--- src/rtl/stlb_pkg.sv ---
package stlb_pkg;
  localparam int DEF_ENTRIES = 16;
  localparam int DEF_VPN_W   = 20;
  localparam int DEF_ASID_W  = 8;
  localparam int DEF_PPN_W   = 20;
  localparam int DEF_PERM_W  = 4;

  // how a refill picks its slot
  typedef enum logic [1:0] {
    FILL_NONE   = 2'd0,
    FILL_UPDATE = 2'd1,
    FILL_FREE   = 2'd2,
    FILL_EVICT  = 2'd3
  } fill_kind_e;
endpackage

--- src/rtl/stlb_match.sv ---
// Parallel key comparator: one equality per entry, gated by that entry's valid bit.
module stlb_match #(
  parameter int N     = 16,
  parameter int KEY_W = 28
) (
  input  logic [N-1:0]            valid,
  input  logic [N-1:0][KEY_W-1:0] keys,
  input  logic [KEY_W-1:0]        probe,
  output logic [N-1:0]            hit
);
  for (genvar g = 0; g < N; g++) begin : g_cmp
    assign hit[g] = valid[g] && (keys[g] == probe);
  end
endmodule

--- src/rtl/stlb_victim.sv ---
// Slot choice for a refill: existing key, else lowest free entry, else round-robin.
module stlb_victim
  import stlb_pkg::*;
#(
  parameter int N = 16
) (
  input  logic                 clk,
  input  logic                 rst_n,
  input  logic                 fill_go,
  input  logic [N-1:0]         valid,
  input  logic [N-1:0]         same_key,
  output logic [$clog2(N)-1:0] slot,
  output fill_kind_e           kind
);
  localparam int IDX_W = $clog2(N);
  localparam logic [IDX_W-1:0] LAST = IDX_W'(N - 1);

  logic [IDX_W-1:0] rr_q;

  function automatic logic [IDX_W-1:0] lowest_set(input logic [N-1:0] v);
    logic [IDX_W-1:0] r;
    r = '0;
    for (int i = N - 1; i >= 0; i--) begin
      if (v[i]) r = IDX_W'(i);
    end
    return r;
  endfunction

  always_comb begin
    kind = FILL_NONE;
    slot = rr_q;
    if (fill_go) begin
      if (|same_key) begin
        kind = FILL_UPDATE;
        slot = lowest_set(same_key);
      end else if (!(&valid)) begin
        kind = FILL_FREE;
        slot = lowest_set(~valid);
      end else begin
        kind = FILL_EVICT;
        slot = rr_q;
      end
    end
  end

  always_ff @(posedge clk or negedge rst_n) begin
    if (!rst_n) begin
      rr_q <= '0;
    end else if (kind == FILL_EVICT) begin
      rr_q <= (rr_q == LAST) ? '0 : rr_q + 1'b1;
    end
  end
endmodule

--- src/rtl/snoop_tlb.sv ---
module snoop_tlb
  import stlb_pkg::*;
#(
  parameter int N_ENTRIES = DEF_ENTRIES,
  parameter int VPN_W     = DEF_VPN_W,
  parameter int ASID_W    = DEF_ASID_W,
  parameter int PPN_W     = DEF_PPN_W,
  parameter int PERM_W    = DEF_PERM_W
) (
  input  logic              clk,
  input  logic              rst_n,
  input  logic              lk_vld,
  input  logic [VPN_W-1:0]  lk_vpn,
  input  logic [ASID_W-1:0] lk_asid,
  output logic              lk_hit,
  output logic [PPN_W-1:0]  lk_ppn,
  output logic [PERM_W-1:0] lk_perm,
  input  logic              fill_vld,
  input  logic [VPN_W-1:0]  fill_vpn,
  input  logic [ASID_W-1:0] fill_asid,
  input  logic [PPN_W-1:0]  fill_ppn,
  input  logic [PERM_W-1:0] fill_perm,
  input  logic              snp_vld,
  input  logic [VPN_W-1:0]  snp_vpn,
  input  logic [ASID_W-1:0] snp_asid,
  output logic              snp_done
);
  localparam int KEY_W = VPN_W + ASID_W;
  localparam int IDX_W = $clog2(N_ENTRIES);

  // storage
  logic [N_ENTRIES-1:0]             valid_q;
  logic [N_ENTRIES-1:0][KEY_W-1:0]  key_q;
  logic [N_ENTRIES-1:0][PPN_W-1:0]  ppn_q;
  logic [N_ENTRIES-1:0][PERM_W-1:0] perm_q;
  logic                             snp_done_q;

  // named internal events
  logic [KEY_W-1:0]     lk_key, fill_key, snp_key;
  logic [N_ENTRIES-1:0] lk_match, snp_match, fill_match;
  logic [N_ENTRIES-1:0] kill_vec;    // entries dropped by this cycle's snoop
  logic [N_ENTRIES-1:0] lk_hit_vec;  // live lookup hits after snoop masking
  logic [N_ENTRIES-1:0] wr_vec;      // slot written by this cycle's refill
  logic [N_ENTRIES-1:0] wr_set;      // written slot that ends up valid
  logic                 fill_cancel; // refill key equals snoop key
  logic [IDX_W-1:0]     fill_slot;
  fill_kind_e           fill_kind;

  function automatic logic [KEY_W-1:0] pack_key(input logic [ASID_W-1:0] a,
                                                input logic [VPN_W-1:0]  v);
    return {a, v};
  endfunction

  assign lk_key   = pack_key(lk_asid, lk_vpn);
  assign fill_key = pack_key(fill_asid, fill_vpn);
  assign snp_key  = pack_key(snp_asid, snp_vpn);

  stlb_match #(.N(N_ENTRIES), .KEY_W(KEY_W)) u_lk_cam (
    .valid(valid_q), .keys(key_q), .probe(lk_key), .hit(lk_match)
  );
  stlb_match #(.N(N_ENTRIES), .KEY_W(KEY_W)) u_snp_cam (
    .valid(valid_q), .keys(key_q), .probe(snp_key), .hit(snp_match)
  );
  stlb_match #(.N(N_ENTRIES), .KEY_W(KEY_W)) u_fill_cam (
    .valid(valid_q), .keys(key_q), .probe(fill_key), .hit(fill_match)
  );

  stlb_victim #(.N(N_ENTRIES)) u_victim (
    .clk      (clk),
    .rst_n    (rst_n),
    .fill_go  (fill_vld),
    .valid    (valid_q),
    .same_key (fill_match),
    .slot     (fill_slot),
    .kind     (fill_kind)
  );

  assign kill_vec    = snp_vld ? snp_match : '0;
  assign lk_hit_vec  = lk_vld ? (lk_match & ~kill_vec) : '0;
  assign fill_cancel = snp_vld && (fill_key == snp_key);
  assign wr_set      = fill_cancel ? '0 : wr_vec;

  for (genvar g = 0; g < N_ENTRIES; g++) begin : g_entry
    assign wr_vec[g] = (fill_kind != FILL_NONE) && (fill_slot == IDX_W'(g));

    always_ff @(posedge clk or negedge rst_n) begin
      if (!rst_n) begin
        valid_q[g] <= 1'b0;
        key_q[g]   <= '0;
        ppn_q[g]   <= '0;
        perm_q[g]  <= '0;
      end else if (wr_vec[g]) begin
        valid_q[g] <= !fill_cancel;
        key_q[g]   <= fill_key;
        ppn_q[g]   <= fill_ppn;
        perm_q[g]  <= fill_perm;
      end else if (kill_vec[g]) begin
        valid_q[g] <= 1'b0;
      end
    end
  end

  // AND-OR read mux over the (at most one-hot) hit vector
  always_comb begin
    lk_ppn  = '0;
    lk_perm = '0;
    for (int i = 0; i < N_ENTRIES; i++) begin
      lk_ppn  |= {PPN_W{lk_hit_vec[i]}} & ppn_q[i];
      lk_perm |= {PERM_W{lk_hit_vec[i]}} & perm_q[i];
    end
  end
  assign lk_hit = |lk_hit_vec;

  always_ff @(posedge clk or negedge rst_n) begin
    if (!rst_n) snp_done_q <= 1'b0;
    else        snp_done_q <= snp_vld;
  end
  assign snp_done = snp_done_q;
endmodule

--- config.mk ---
export PLATFORM = sky130hd
export DESIGN_NAME = snoop_tlb
export DESIGN_NICKNAME = d
export VERILOG_FILES = /design/src/rtl/stlb_pkg.sv /design/src/rtl/stlb_match.sv /design/src/rtl/stlb_victim.sv /design/src/rtl/snoop_tlb.sv
export SDC_FILE = /design/constraint.sdc
export NUM_CORES = 2
export LEC_CHECK = 0
export BUFFER_PORTS_ARGS = -buffer_cell sky130_fd_sc_hd__buf_2
export CAP_MARGIN = 20
export CORE_AREA = 4 4 468 331
export CTS_BUF_LIST = sky130_fd_sc_hd__clkbuf_8 sky130_fd_sc_hd__clkbuf_16
export DETAILED_ROUTE_END_ITERATION = 12
export DIE_AREA = 0 0 472 335
export GPL_TIMING_DRIVEN = 0
export PLACE_DENSITY = 0.53
export SLEW_MARGIN = 20
export SYNTH_ARGS = -nofsm -noshare
export SYNTH_HDL_FRONTEND = slang
export SYNTH_SLANG_ARGS = --single-unit
export TNS_END_PERCENT = 1
--- constraint.sdc ---
create_clock -name clk -period 3.6 [get_ports clk]
set_input_delay 0.36 -clock clk [delete_from_list [all_inputs] [get_ports clk]]
set_output_delay 0.36 -clock clk [all_outputs]
set_load 0.005 [all_outputs]
-- After elaboration in Yosys (flattened, before gate mapping)
Index checks and enable logic that the tools add are counted.
- reduce and logical (&&, ||, !) cells: 87
- eq/ne operators: 66
- mux-type cells: 73
- add/subtract/negate cells: 1
- bitwise gates (word level): 65
- operators with widths (operator ; count):
    == test 28 bit ; 49
    AND 20 bit ; 16
    bitwise OR 20 bit ; 15
    two-way mux 4 bit ; 36
    logical AND 1 bit ; 65
    AND 4 bit ; 16
    bitwise OR 4 bit ; 15
    == test 4 bit, second input constant ; 9
    nonzero test 2 bit ; 17
    two-way mux 1 bit ; 33
    two-way mux 16 bit ; 2
    NOT 16 bit ; 2
    OR reduction 16 bit ; 2
    AND 16 bit ; 1
    == test 4 x 3 -> 1 bit, second input constant ; 4
    AND reduction 16 bit ; 1
    == test 4 x 2 -> 1 bit, second input constant ; 2
    adder 4 x 1 -> 4 bit, second input constant ; 1
    == test 4 x 1 -> 1 bit, second input constant ; 1
    zero test 4 bit ; 1
    two-way mux 2 bit ; 2
    == test 2 bit, second input constant ; 1
    zero test 1 bit ; 1
- word-level logic and storage cells: 358
- output and inout port bits: 26
- input bits: 113
- register bits after elaboration: 853

-- Depth between registers and ports, before layout
- word-level depth: 23
- gate-level depth with buffers: 16
- depth with buffers taken out: 10

-- Cells and area by module
Synthesis repeated with hierarchy kept, for this count alone.
- cell total of the unflattened synthesis: 4330
- area, all modules: 51977.4 um^2
- modules (own cells, without submodules) (module ; area an instance (um^2) ; instances ; cells each ; sequential area each (um^2)):
    snoop_tlb ; 34354.2 ; 1 ; 2230 ; 21245.4
    stlb_match ; 5669.2 ; 3 ; 671 ; 0.0
    stlb_victim ; 615.6 ; 1 ; 87 ; 100.1

-- Worst setup path before layout
OpenSTA, ideal clock, no wires.
- kind: input -> register
- start: input fill_vpn[16]
- end: register key_q[298] (netlist bit)
- library setup time: 125 ps
- required time: 3475 ps
- path slack: 188 ps
- path buffers: 4
- arrival: 3287 ps
- stages on the path: 14
- cell sequence: buf_2 > buf_6 > xnor2_1 > nand4_1 > nor4_1 > and4_1 > o211ai_1 > a31o_1 > a211oi_2 > a211oi_4 > buf_6 > nor4b_4 > buf_6 > mux2_2
- cells in the longest elaborated chain, start to end: 22
- elaborated cells between the ends (all ways): 56
- classes of those cells: eq/ne: 17; mux: 20; reduce/logical: 19
- ends and longest elaborated chain (item ; line ; RTL):
    from (decl) ; snoop_tlb.sv:19 ; input logic [VPN_W-1:0] fill_vpn,
    == test 28 bit ; stlb_match.sv:12 ; assign hit[g] = valid[g] && (keys[g] == probe);
    logical AND 1 bit ; stlb_match.sv:12 ;
    two-way mux 4 bit (16 in series) ; stlb_victim.sv:24 ; if (v[i]) r = IDX_W'(i);
    two-way mux 4 bit ; stlb_victim.sv:33 ; if (|same_key) begin
    two-way mux 4 bit ; stlb_victim.sv:32 ; if (fill_go) begin
    == test 4 bit ; snoop_tlb.sv:84 ; assign wr_vec[g] = (fill_kind != FILL_NONE) && (fill_slot == IDX_W'(g));
    logical AND 1 bit (*) ; snoop_tlb.sv:84 ;
    to (signal, indexed assignment) ; snoop_tlb.sv:94 ; key_q[g] <= fill_key;
    to (decl) ; snoop_tlb.sv:33 ; logic [N_ENTRIES-1:0][KEY_W-1:0] key_q;
Every way passes the cells marked *; elsewhere a longest branch is shown, timed or not.
A chain may end at the register's enable or synchronous reset.

-- Worst setup path after layout
- start: input lk_vld
- end: output lk_perm[2]
- cells in the longest elaborated chain, start to end: 17
- elaborated cells between the ends (all ways): 32
- classes of those cells: mux: 1; bitwise: 31
- ends and longest elaborated chain (item ; line ; RTL):
    from (decl) ; snoop_tlb.sv:12 ; input logic lk_vld,
    two-way mux 16 bit (*) ; snoop_tlb.sv:79 ; assign lk_hit_vec = lk_vld ? (lk_match & ~kill_vec) : '0;
    AND 4 bit ; snoop_tlb.sv:109 ; lk_perm |= {PERM_W{lk_hit_vec[i]}} & perm_q[i];
    bitwise OR 4 bit (14 in series) ; snoop_tlb.sv:109 ;
    bitwise OR 4 bit (*) ; snoop_tlb.sv:109 ;
    to (decl) ; snoop_tlb.sv:17 ; output logic [PERM_W-1:0] lk_perm,
Marks and branches as above.

==> results_dict.tcl <==
set metrics [dict create \
    ir_worst_vdd_v 0.0003787 \
    wl_met2_um 109700 \
    hold_class "input port to async pin" \
    synthTopCellsByArea "sky130_fd_sc_hd__dfrtp_1, sky130_fd_sc_hd__xor2_1, sky130_fd_sc_hd__mux2_2" \
    core_region_area_mm2 0.1501 \
    nets 5025 \
    violations "negative setup slack" \
    timing.rr.start "valid_q[10]" \
    timing_hold_violations_final 0 \
    synth.yosys.seq_area_share 0.4069 \
    min_period_over_period 1.224 \
    crit_path_max_fanout 10 \
    gpl.final_weighted_congestion 1.068 \
    clk_pin_slew_ns 0.06 \
    timing.slew.headroom 0.3198 \
    powerDensity_mw_per_mm2 758.6 \
    cp.required_ns 3.24 \
    drt-pass1-iter-count 5 \
    cts-htree-levels 3 \
    grt_max_degree 138 \
    post-synth-top-area-cell "sky130_fd_sc_hd__dfrtp_1" \
    route.detailed.vias_per_inst 6.349 \
    share_of_synthesized_flip_flops_with_an_asynchronous_set_or_reset 1.000 \
    grt_setup_unrepaired "yes" \
    post-synth-top-area-fraction 0.4069 \
    tritoncts_num_sinks 853 \
    timing.fmax_ghz 0.2269 \
    clk_path_buf_depth 3 \
    grt_antenna_before_repair 51 \
    timing.final.crit_period_ns 4.406 \
    die_width_um 472 \
    clock-root-buffer "sky130_fd_sc_hd__clkbuf_16" \
    netlist_instances 4530 \
    dp.final_hpwl_um 203400 \
    synth_to_layout_area_growth_pct 23.71 \
    synthMostInstantiatedCell "sky130_fd_sc_hd__dfrtp_1" \
    remaining_drc_errors 0 \
    number_of_port_buffers 53 \
    synth_ff_type "sky130_fd_sc_hd__dfrtp_1" \
    design.portCount 139 \
    net_count_synth 4644 \
    number_of_flops_mapped_to_enable_cells_by_yosys 0 \
    drt-met1-wl_um 122900 \
    worst-slew-pin-transition_ns 1.020 \
    worstSetupEndpointType "output pin" \
    netlist_cell_types 74 \
    final_antenna_net_count 0 \
    power.total_mw 49.23 \
    highest_layer "met5" \
    timing_worst_setup_path_type "input port to output pin" \
    route.final.wire_length_um 292900 \
    startpoint_type "input port" \
    critical_path_arrival_ns 4.05 \
    outcome "complete, but fails checks" \
    stdcell_count 7023 \
    final.setup_skew_ns 0.05432 \
    grt_util_all_layers 0.3586 \
    drive_above_1_share 0.3405 \
    tritoncts "done" \
    yosys_warns 0 \
    die_area_mm2 0.1581 \
    met3RoutedLength_um 41430 \
    finalSetupViolCount 873 \
    wl_per_cell_um 41.71 \
    postLayoutSetupSlackWorst_ns -0.8063 \
    yosys-top-cells-count "sky130_fd_sc_hd__dfrtp_1, sky130_fd_sc_hd__xor2_1, sky130_fd_sc_hd__xnor2_1" \
    via_count_of_the_routed_design 44590 \
    finalHoldWorstSlack_ns 0.1607 \
    num_rows 119 \
    die_height_um 335 \
    worst_skew_pair.late_latency_ns 0.77 \
    timing_max_transition_violations_final 0 \
    detail_route.iter0.violations 7303 \
    cap_violations 0 \
    worst_setup_path_startpoint "lk_vld" \
    netlist_area_mm2 0.05246 \
    tritoncts.num_buffers 96 \
    syn_avg_cell_area_um2 11.58 \
    effective_utilization_at_floorplan 0.3496 \
    p_leak_nw 28.13 \
    core_util_final 0.4324 \
    numPlacedInstances 6670 \
    first_global_vias 42020 \
    yosys_register_bits 853 \
    overflow 0 \
    global_route_wire_length_before_repair_um 385100 \
]
[cells by family (layout without fill, tap and decap cells)]
logic type	Yosys count	after routing	share of synthesized area
DFF	853	853	0.4069
AOI/OAI and AO/OA	253	253	0.04019
and+or+nand+nor	819	819	0.09587
muxes	849	849	0.1894
other	0	35	0
adders and majority gates	1	1	0.0002384
xor gates and xnor gates	1357	1357	0.2270
buffers and inverters	398	860	0.04052
[flip-flops by register name, indices dropped and copies added (netlist names)]
signal and flops:
perm_q 64, key_q 448, u_victim.rr_q 4, snp_done 1, ppn_q 320, valid_q 16
[final cells by class]
class                   instances  area [um2]
diodes                         35       87.58
multi-input cells            3279       30660
fillers                     14130       85180
well taps                    1996        2497
inverters                      18       75.07
plain buffers                 375        3319
repair buffers                288        3364
clock buffers                 123        2841
clock inverters                56       621.8
flip-flops and latches        853       21430
[per-stage QoR]
stage / TNS [ns] / area [um2] / worst slack (ns)
2_1_floorplan: 0 / 52460 / 0.1881
3_3_place_gp: - / 55230 / -17.50
3_5_place_dp: -2005.53 / 57060 / -2.717
4_1_cts: -314.98 / 63020 / -0.7889
5_1_grt: -403.85 / 64850 / -0.7720
6_report: -484.57 / 64900 / -0.8063
[final timing paths]
path / to / slack [ns] / cells after the start
max reg2reg: ppn_q[187] / -0.80 / 12
min: key_q[303] / 0.16 / 2
max: lk_perm[2] / -0.81 / 11
max in group asynchronous: key_q[34] / 1.13 / 5
min in group clk: u_victim.rr_q[2] / 0.21 / 4
min reg2reg: ppn_q[168] / 0.48 / 1
[critical path, stage by stage]
cell,delay [ns]
sky130_fd_sc_hd__buf_1,0.73
sky130_fd_sc_hd__clkbuf_2,0.82
sky130_fd_sc_hd__nand4_1,0.31
sky130_fd_sc_hd__nor3_4,0.60
sky130_fd_sc_hd__buf_6,0.24
sky130_fd_sc_hd__buf_6,0.14
sky130_fd_sc_hd__clkbuf_16,0.17
sky130_fd_sc_hd__a22o_1,0.17
sky130_fd_sc_hd__a221oi_2,0.05
sky130_fd_sc_hd__nand4_1,0.20
sky130_fd_sc_hd__buf_2,0.15
[report_power, final]
group	leakage, nW	internal, mW	switching [mW]
Combinational	15.5	9.97	9.08
Clock	1.77	6.48	4.52
Sequential	10.8	13.6	5.60
Total	28.1	30.0	19.2
[repair_timing]
item	CTS	global route
hold buffers	26	0
buffers inserted	77	39
hold endpoints to repair	242	0
gates cloned	3	5
pin swaps	101	73
gates resized for setup	409	349
endpoints found under the setup margin	873	873
[per-layer routing]
metal	global-route usage	vias to the layer above
met5	0.02299	-
met4	0.1788	9
met3	0.1390	870
met2	0.4629	3566
met1	0.5101	23120
li1	-	17030
[layout by cell type, fill, tap and decap left out, types with 118 or more instances in the layout]
| cell | n |
|---|---|
| sky130_fd_sc_hd__mux2_2 | 476 |
| sky130_fd_sc_hd__nand4_1 | 296 |
| sky130_fd_sc_hd__buf_4 | 136 |
| sky130_fd_sc_hd__mux2_4 | 188 |
| sky130_fd_sc_hd__xnor2_1 | 576 |
| sky130_fd_sc_hd__clkbuf_16 | 118 |
| sky130_fd_sc_hd__mux2_1 | 166 |
| sky130_fd_sc_hd__xor2_1 | 750 |
| sky130_fd_sc_hd__nor4_1 | 161 |
| sky130_fd_sc_hd__dfrtp_1 | 784 |
(Power assumes the default switching activity.)
